File: config.mk
export PLATFORM = sky130hd
export DESIGN_NAME = pac_datapath
export DESIGN_NICKNAME = d
export VERILOG_FILES = /design/src/rtl/pac_pkg.sv /design/src/rtl/pac_datapath.sv
export SDC_FILE = /design/constraint.sdc
export NUM_CORES = 1
export LEC_CHECK = 0
export CAP_MARGIN = 5
export CELL_PAD_IN_SITES_DETAIL_PLACEMENT = 0
export CELL_PAD_IN_SITES_GLOBAL_PLACEMENT = 1
export CORE_MARGIN = 2
export CORE_UTILIZATION = 25
export DETAILED_ROUTE_END_ITERATION = 8
export GPL_ROUTABILITY_DRIVEN = 0
export PLACE_DENSITY = 0.95
export SLEW_MARGIN = 0
export SYNTH_ARGS = -nofsm -noshare
export SYNTH_HDL_FRONTEND = slang
export SYNTH_SLANG_ARGS = --single-unit
File: constraint.sdc
create_clock -name vclk -period 3.1
set_input_delay 0.465 -clock vclk [all_inputs]
set_output_delay 0.465 -clock vclk [all_outputs]
set_load 0.1 [all_outputs]
File: src/rtl/pac_pkg.sv
package pac_pkg;

  typedef enum logic [1:0] {
    KIND_PROBE = 2'd0,
    KIND_READ  = 2'd1,
    KIND_WRITE = 2'd2,
    KIND_EXEC  = 2'd3
  } accKindT;

  typedef enum logic [3:0] {
    FLT_NONE    = 4'd0,
    FLT_IMISS   = 4'd1,
    FLT_DMISS   = 4'd2,
    FLT_IPROT   = 4'd3,
    FLT_DPID    = 4'd4,
    FLT_DRIGHTS = 4'd5,
    FLT_DIRTY   = 4'd6,
    FLT_BREAK   = 4'd7,
    FLT_PAGEREF = 4'd8
  } faultT;

  localparam int MASK_R = 0;
  localparam int MASK_W = 1;
  localparam int MASK_X = 2;

  // strobes from control to datapath
  typedef struct packed {
    logic       probe;
    logic       isWrite;
    logic       isExec;
    logic       pidActive;
    logic [2:0] reqMask;
  } ctrlStrobeT;

endpackage

File: src/rtl/pac_datapath.sv
module pac_datapath
  import pac_pkg::*;
#(
  parameter int PRIV_W = 2
) (
  input  logic              clk,
  input  logic              rstN,
  input  ctrlStrobeT        strobes,
  input  logic              hit,
  input  logic [PRIV_W-1:0] curPriv,
  input  logic [2:0]        entRights,
  input  logic [PRIV_W-1:0] plRead,
  input  logic [PRIV_W-1:0] plWrite,
  input  logic              dirty,
  input  logic              brk,
  input  logic              refTrap,
  input  logic              idHit,
  input  logic              idWriteDis,
  output logic [2:0]        resMask,
  output faultT             resFault
);

  logic       rdOk, wrOk, exOk;
  logic [2:0] rawMask, allowMask, narrowMask;

  // privilege window
  always_comb begin
    rdOk = (curPriv <= plRead);
    wrOk = (curPriv <= plWrite);
    exOk = (plWrite <= curPriv) && (curPriv <= plRead);
  end

  // rights type decode
  always_comb begin
    unique case (entRights)
      3'd0:    rawMask = {1'b0, 1'b0, rdOk};
      3'd1:    rawMask = {1'b0, wrOk, rdOk};
      3'd2:    rawMask = {exOk, 1'b0, rdOk};
      3'd3:    rawMask = {exOk, wrOk, rdOk};
      default: rawMask = {exOk, 1'b0, 1'b0};
    endcase
  end

  always_comb begin
    allowMask  = idHit ? (idWriteDis ? 3'b101 : 3'b111) : 3'b000;
    narrowMask = strobes.pidActive ? (rawMask & allowMask) : rawMask;
  end

  // fault resolution, later checks override earlier ones
  always_comb begin
    resMask  = rawMask;
    resFault = FLT_NONE;
    if (!hit) begin
      resMask  = 3'b000;
      resFault = strobes.isExec ? FLT_IMISS : FLT_DMISS;
    end else if (strobes.probe) begin
      resMask = rawMask;
    end else if (strobes.pidActive && ((allowMask & strobes.reqMask) == 3'b000)) begin
      resFault = strobes.isExec ? FLT_IPROT : FLT_DPID;
    end else if ((narrowMask & strobes.reqMask) == 3'b000) begin
      resMask  = narrowMask;
      resFault = strobes.isExec ? FLT_IPROT : FLT_DRIGHTS;
    end else begin
      resMask = narrowMask;
      if (!dirty) begin
        if (strobes.isWrite) resFault = FLT_DIRTY;
        resMask[MASK_W] = 1'b0;
      end
      if (brk) begin
        if (strobes.isWrite) resFault = FLT_BREAK;
        resMask[MASK_W] = 1'b0;
      end
      if (refTrap) begin
        if (!strobes.isExec) resFault = FLT_PAGEREF;
        resMask = resMask & 3'b100;
      end
    end
  end


  exec_window_chk: assert property (@(posedge clk) disable iff (!rstN)
    (hit && strobes.probe && resMask[MASK_X]) |-> (plWrite <= curPriv && curPriv <= plRead));


  miss_result_chk: assert property (@(posedge clk) disable iff (!rstN)
    !hit |-> (resMask == 3'b000 && (resFault == FLT_IMISS || resFault == FLT_DMISS)));


  probe_clean_chk: assert property (@(posedge clk) disable iff (!rstN)
    (hit && strobes.probe) |-> (resFault == FLT_NONE));


  granted_covers_chk: assert property (@(posedge clk) disable iff (!rstN)
    (hit && !strobes.probe && resFault == FLT_NONE) |-> ((resMask & strobes.reqMask) != 3'b000));


  write_only_fault_chk: assert property (@(posedge clk) disable iff (!rstN)
    (resFault == FLT_DIRTY || resFault == FLT_BREAK) |-> strobes.isWrite);


  ref_trap_mask_chk: assert property (@(posedge clk) disable iff (!rstN)
    (hit && !strobes.probe && refTrap && (resFault == FLT_NONE || resFault == FLT_PAGEREF))
      |-> (resMask[MASK_R] == 1'b0 && resMask[MASK_W] == 1'b0));

endmodule

**Word-level counts from Yosys, hierarchy flattened**

Cells that the tools add are included.

- Word-level logic and storage cells: 38
- Input port bits: 24
- Flip-flop bits (word level): 0

- Reduce and logical (&&, ||, !) cells: 5
- Bitwise operators: 3
- Muxes and demuxes: 24
- Eq/ne operators: 3
- $lt $le $gt $ge: 3

Operators with widths:

| cell | count |
|---|---|
| two-way mux 4 bit | 8 |
| two-way mux 3 bit | 9 |
| case mux 3 bit (4 select lines) | 1 |
| AND 3 bit | 3 |
| logical NOT 3 bit | 3 |
| two-way mux 2 bit | 4 |
| == test 3 x 2 -> 1 bit (second input constant) | 2 |
| less-or-equal comparator 2 bit | 3 |
| == test 3 x 1 -> 1 bit (second input constant) | 1 |
| logical AND 1 bit | 2 |
| two-way mux 1 bit | 2 |

**Longest topological paths before layout**

- Depth in word-level cells: 12
- Gate-level depth with buffers: 7
- Mapped depth without buffers: 7

**Least setup slack after synthesis**

No wires, ideal clock.

- Path kind: input port to output port
- Start point: in curPriv[1]
- End point: out resFault[3]
- Setup slack: -1.112 ns
- Required time: 2.635 ns
- Data arrival time: 3.747 ns
- Stages: 7
- Cell sequence: inv_1 > ha_1 > and2b_1 > o21ai_1 > o2111ai_1 > and3_4 > nor3b_1

- Cells in the longest elaborated chain, start to end: 11
- Elaborated cells on any way between the ends: 13
- Classes of those cells: 3 x order compare; 6 x mux; 2 x bitwise; 2 x reduce/logical

RTL lines:

| what | line | source |
|---|---|---|
| start: declaration | pac_datapath.sv:10 | `input logic [PRIV_W-1:0] curPriv,` |
| less-or-equal comparator 2 bit (on tied branches) | pac_datapath.sv:30, pac_datapath.sv:28 |  |
| logical AND 1 bit | pac_datapath.sv:30 | `exOk = (plWrite <= curPriv) && (curPriv <= plRead);` |
| case mux 3 bit (4 select lines) (*) | pac_datapath.sv:35 | `unique case (entRights)` |
| AND 3 bit | pac_datapath.sv:46 | `narrowMask = strobes.pidActive ? (rawMask & allowMask) : rawMask;` |
| two-way mux 3 bit (*) | pac_datapath.sv:46 |  |
| AND 3 bit (*) | pac_datapath.sv:60 | `end else if ((narrowMask & strobes.reqMask) == 3'b000) begin` |
| logical NOT 3 bit (*) | pac_datapath.sv:60 |  |
| two-way mux 4 bit (*) | pac_datapath.sv:60 |  |
| two-way mux 4 bit (*) | pac_datapath.sv:58 | `end else if (strobes.pidActive && ((allowMask & strobes.reqMask) == 3'b000)) begin` |
| two-way mux 4 bit (*) | pac_datapath.sv:56 | `end else if (strobes.probe) begin` |
| two-way mux 4 bit (*) | pac_datapath.sv:53 | `if (!hit) begin` |
| end: declaration | pac_datapath.sv:20 | `output faultT resFault` |

Mark *: on every way between the ends. The rest lies on a longest branch, timed or not.

**Final worst setup path**

- Start point: in plWrite[0]
- End point: out resFault[1]

- Cells in the longest elaborated chain, start to end: 11
- Elaborated cells on any way between the ends: 12
- Classes of those cells: 2 x order compare; 6 x mux; 2 x bitwise; 2 x reduce/logical

RTL lines:

| what | line | source |
|---|---|---|
| start: declaration | pac_datapath.sv:13 | `input logic [PRIV_W-1:0] plWrite,` |
| less-or-equal comparator 2 bit | pac_datapath.sv:30 |  |
| logical AND 1 bit | pac_datapath.sv:30 |  |
| case mux 3 bit (4 select lines) (*) | pac_datapath.sv:35 |  |
| AND 3 bit | pac_datapath.sv:46 |  |
| two-way mux 3 bit (*) | pac_datapath.sv:46 |  |
| AND 3 bit (*) | pac_datapath.sv:60 |  |
| logical NOT 3 bit (*) | pac_datapath.sv:60 |  |
| two-way mux 4 bit (*) | pac_datapath.sv:60 |  |
| two-way mux 4 bit (*) | pac_datapath.sv:58 |  |
| two-way mux 4 bit (*) | pac_datapath.sv:56 |  |
| two-way mux 4 bit (*) | pac_datapath.sv:53 |  |

Marks and branches as above.

==> metrics.log <==
[metrics] outcome: completed
[metrics] Met3 Wirelength: 89 um
[metrics] total overflow reported by the global router: 0
[metrics] mux share of post-synthesis cell area: 0%
[metrics] largest family of logic cells by synthesized area: simple AND/OR/NAND/NOR gates
[metrics] Net Switching: between 0.09 and 0.1 mW
[metrics] post-route total power: 0.181 mW
[metrics] Max Clk Rate: 0.338 GHz
[metrics] average size of a mapped cell: 6.89 um^2
[metrics] half-perimeter wire length after detailed placement: roughly 1.1 mm
[metrics] Filler cells: between 100 and 150
[metrics] cell-by-cell trace of the critical path: clkdlybuf4s50_1, inv_1, ha_1, nor3b_2, nor4b_4, nand3_4, and3_4, a311o_1, buf_12
[metrics] XOR/XNOR Fraction of Synth Area: 0%
[metrics] combinational fraction of design power: between 90% and 100%
[metrics] vias in the first global route: 588
[metrics] Crit Path Class: in2out
[metrics] fraction of the mapped netlist area in compound gates: 30.2%
[metrics] sequential share of power: 0%
[metrics] kind of end point of the critical path: output pin
[metrics] number of input and output port buffers inserted: 29
[metrics] highest routed metal layer: met3
[metrics] unrepaired setup endpoints after global routing: false
[metrics] post-layout worst setup margin: 0.139 ns
[metrics] number of design rule violations left after detail routing: 0
[metrics] nature of the critical path startpoint: input port
[metrics] synthesis-to-finish area growth: 121%
[metrics] area of all sequential standard cells: 0 um^2
[metrics] Total Wirelength: 1.32 mm
[metrics] area fraction in and, or, nand and nor cells after synthesis: 50.2%
[metrics] final design area excluding fillers: between 800 and 900 um^2
[metrics] Critical Path Fanout Max: 3
[metrics] Slew Limit Headroom: 77.0%
[metrics] number of max-slew violations in the final report: 0
[metrics] count of buffer and inverter cells on the critical path: 3
[metrics] count of different cell masters after synthesis: 28
[metrics] static leakage: around 0.36 nW
[metrics] net count of the mapped netlist: 87
[metrics] first-pass GRT wire length: 2.13 mm
[metrics] transition time of the tightest slew-check pin: ~0.34 ns
[metrics] Total Die Area: approximately 0.002 mm^2
[metrics] Routed met1 length: 500 um
[metrics] die height: 44.3 um
[metrics] violation count after the first detailed-route iteration: 4
[metrics] core area: 0.00152 mm^2
[metrics] global routing usage summed across all routing layers: 13.3%
[metrics] post-synthesis instance area: 407 um^2
[metrics] CLK BUF: 0
[metrics] maximum capacitance violations: 0
[metrics] initial antenna violation count: 0
[metrics] First-pass DRT Iterations: 2
[metrics] leading cell type in the layout, fill and taps excluded: sky130_fd_sc_hd__clkdlybuf4s50_1
[metrics] detailed-routed wire length on met2: 726 um
[metrics] clock power share: 0%
[metrics] Hold Fails Final Rpt: 0
[metrics] portion of the post-synthesis area used by sequential elements: 0%
[metrics] fraction of layout instances using a drive strength above 1: 29.0%
[metrics] most used cells in the layout excluding fill and tap cells: sky130_fd_sc_hd__clkdlybuf4s50_1, sky130_fd_sc_hd__inv_1, sky130_fd_sc_hd__nand2_1, sky130_fd_sc_hd__buf_12, sky130_fd_sc_hd__buf_4
[metrics] Synth warnings: 0
[metrics] mean number of vias per cell: 5.33
[metrics] number of hold buffers added after CTS: 0
[metrics] via total after detailed routing: 581
[metrics] area of the multi-input gates: 449 um^2
[metrics] kind of cell adding the most delay to the critical path: simple AND/OR/NAND/NOR gates
[metrics] largest net degree at the start of global routing: 8
[metrics] sequential cell count: 0
[metrics] diode insertion count for antenna repair: 0
[metrics] antenna violation net count after detailed routing: 0
[metrics] FP Rows: 14
[metrics] mean routed wirelength per cell: 12.1 um
[metrics] Top-Level Pins: 31
[metrics] sw frac: 54.8%
[metrics] worst hold slack across all endpoints: ~1.7 ns
[metrics] VDD IR-drop max: 100 uV
[metrics] signal arrival time at the worst endpoint: 2.50 ns
[metrics] final critical delay including setup and external delays: 2.96 ns
[metrics] cell at the slowest stage of the critical path: sky130_fd_sc_hd__clkdlybuf4s50_1
[metrics] critical path data required time: around 2.6 ns
[metrics] Setup violations, final: 0
[metrics] Die W: 44.3 um
[metrics] area share of fa/ha/maj cells after synthesis: 12.3%
[metrics] P_int: 0.0816 mW
[metrics] gate count after technology mapping: 59
[metrics] min-delay src: curPriv[1]
[metrics] maximum single-stage delay on the critical path: 0.45 ns
[metrics] total power divided by cell area: 201 mW/mm^2
[metrics] pre-CTS setup slack: approximately 0.061 ns
[metrics] Final nets: 123
[metrics] launching element of the worst setup path: plWrite[0]
[metrics] cell area after placement: about 850 um^2
[metrics] period utilization: 95.5%
[metrics] starting density of the core: 26.7%
[metrics] worst hold path class: in2out
## logic make-up (layout without fill, tap and decap cells)
family,Yosys count,in the layout
AOI/OAI and AO/OA,17,17
buffers and inverters,8,42
and+or+nand+nor,30,30
adders and majority gates,4,4
## metal layers
layer  vias up  GRT usage, %
met5         -             0
met4         0          2.42
met3         0         0.816
met2        20          28.2
met1       269          13.9
li1        292             -
## stage by stage
| step | utilization, % | cells | setup TNS, ns |
|---|---|---|---|
| global route | 59.0 | 109 | 0 |
| floorplan | - | 59 | -0.121 |
| detailed placement | 55.9 | 108 | 0 |
| global placement | 55.9 | 108 | 0 |
| finish | 59.0 | 109 | 0 |
| CTS | 55.9 | 108 | 0 |
## power by group through the flow
stage          Combinational [mW]  Clock (mW)  Sequential (mW)
2_1_floorplan              0.0992           0                0
3_3_place_gp                0.171           0                0
3_5_place_dp                0.173           0                0
4_1_cts                     0.174           0                0
5_1_grt                     0.192           0                0
6_report                    0.181           0                0
## synthesized netlist by cell type, drive strengths merged (2+ instances only)
cell type  instances  area [um^2]
inv                8         30.0
nand2              7         26.3
a31oi              4         25.0
ha                 4         50.1
nand3              4         32.5
nand4              3         18.8
nor2               3         11.3
nor2b              3         18.8
o21ai              3         18.8
and3               2         17.5
nand2b             2         12.5
nor3b              2         20.0
o22ai              2         12.5
o31ai              2         15.0
## worst min-delay path, delay by kind of cell
kind                     cells  cell delay, ns
buffers and inverters        2            0.31
AO/OA/AOI/OAI                2            0.26
adder cells (fa/ha/maj)      1            0.18
## final cells by class
class                           instances  area share [%]
Inverter                                8            3.34
Multi-Input combinational cell         51            49.9
Tap cell                               16            2.23
Timing Repair Buffer                   34            44.5
## path summary, 6_finish.rpt
| path | to | depth (start not counted) | slack, ns |
|---|---|---|---|
| worst max-delay path | resFault[1] | 9 | 0.14 |
| worst min-delay path | resMask[2] | 5 | 1.69 |
## timing repair
item | in CTS | in global routing
resized for setup | 0 | 6
setup endpoints to repair | 0 | 4
buffers inserted | 0 | 1
No activity file was read; power rests on OpenSTA's default activity.
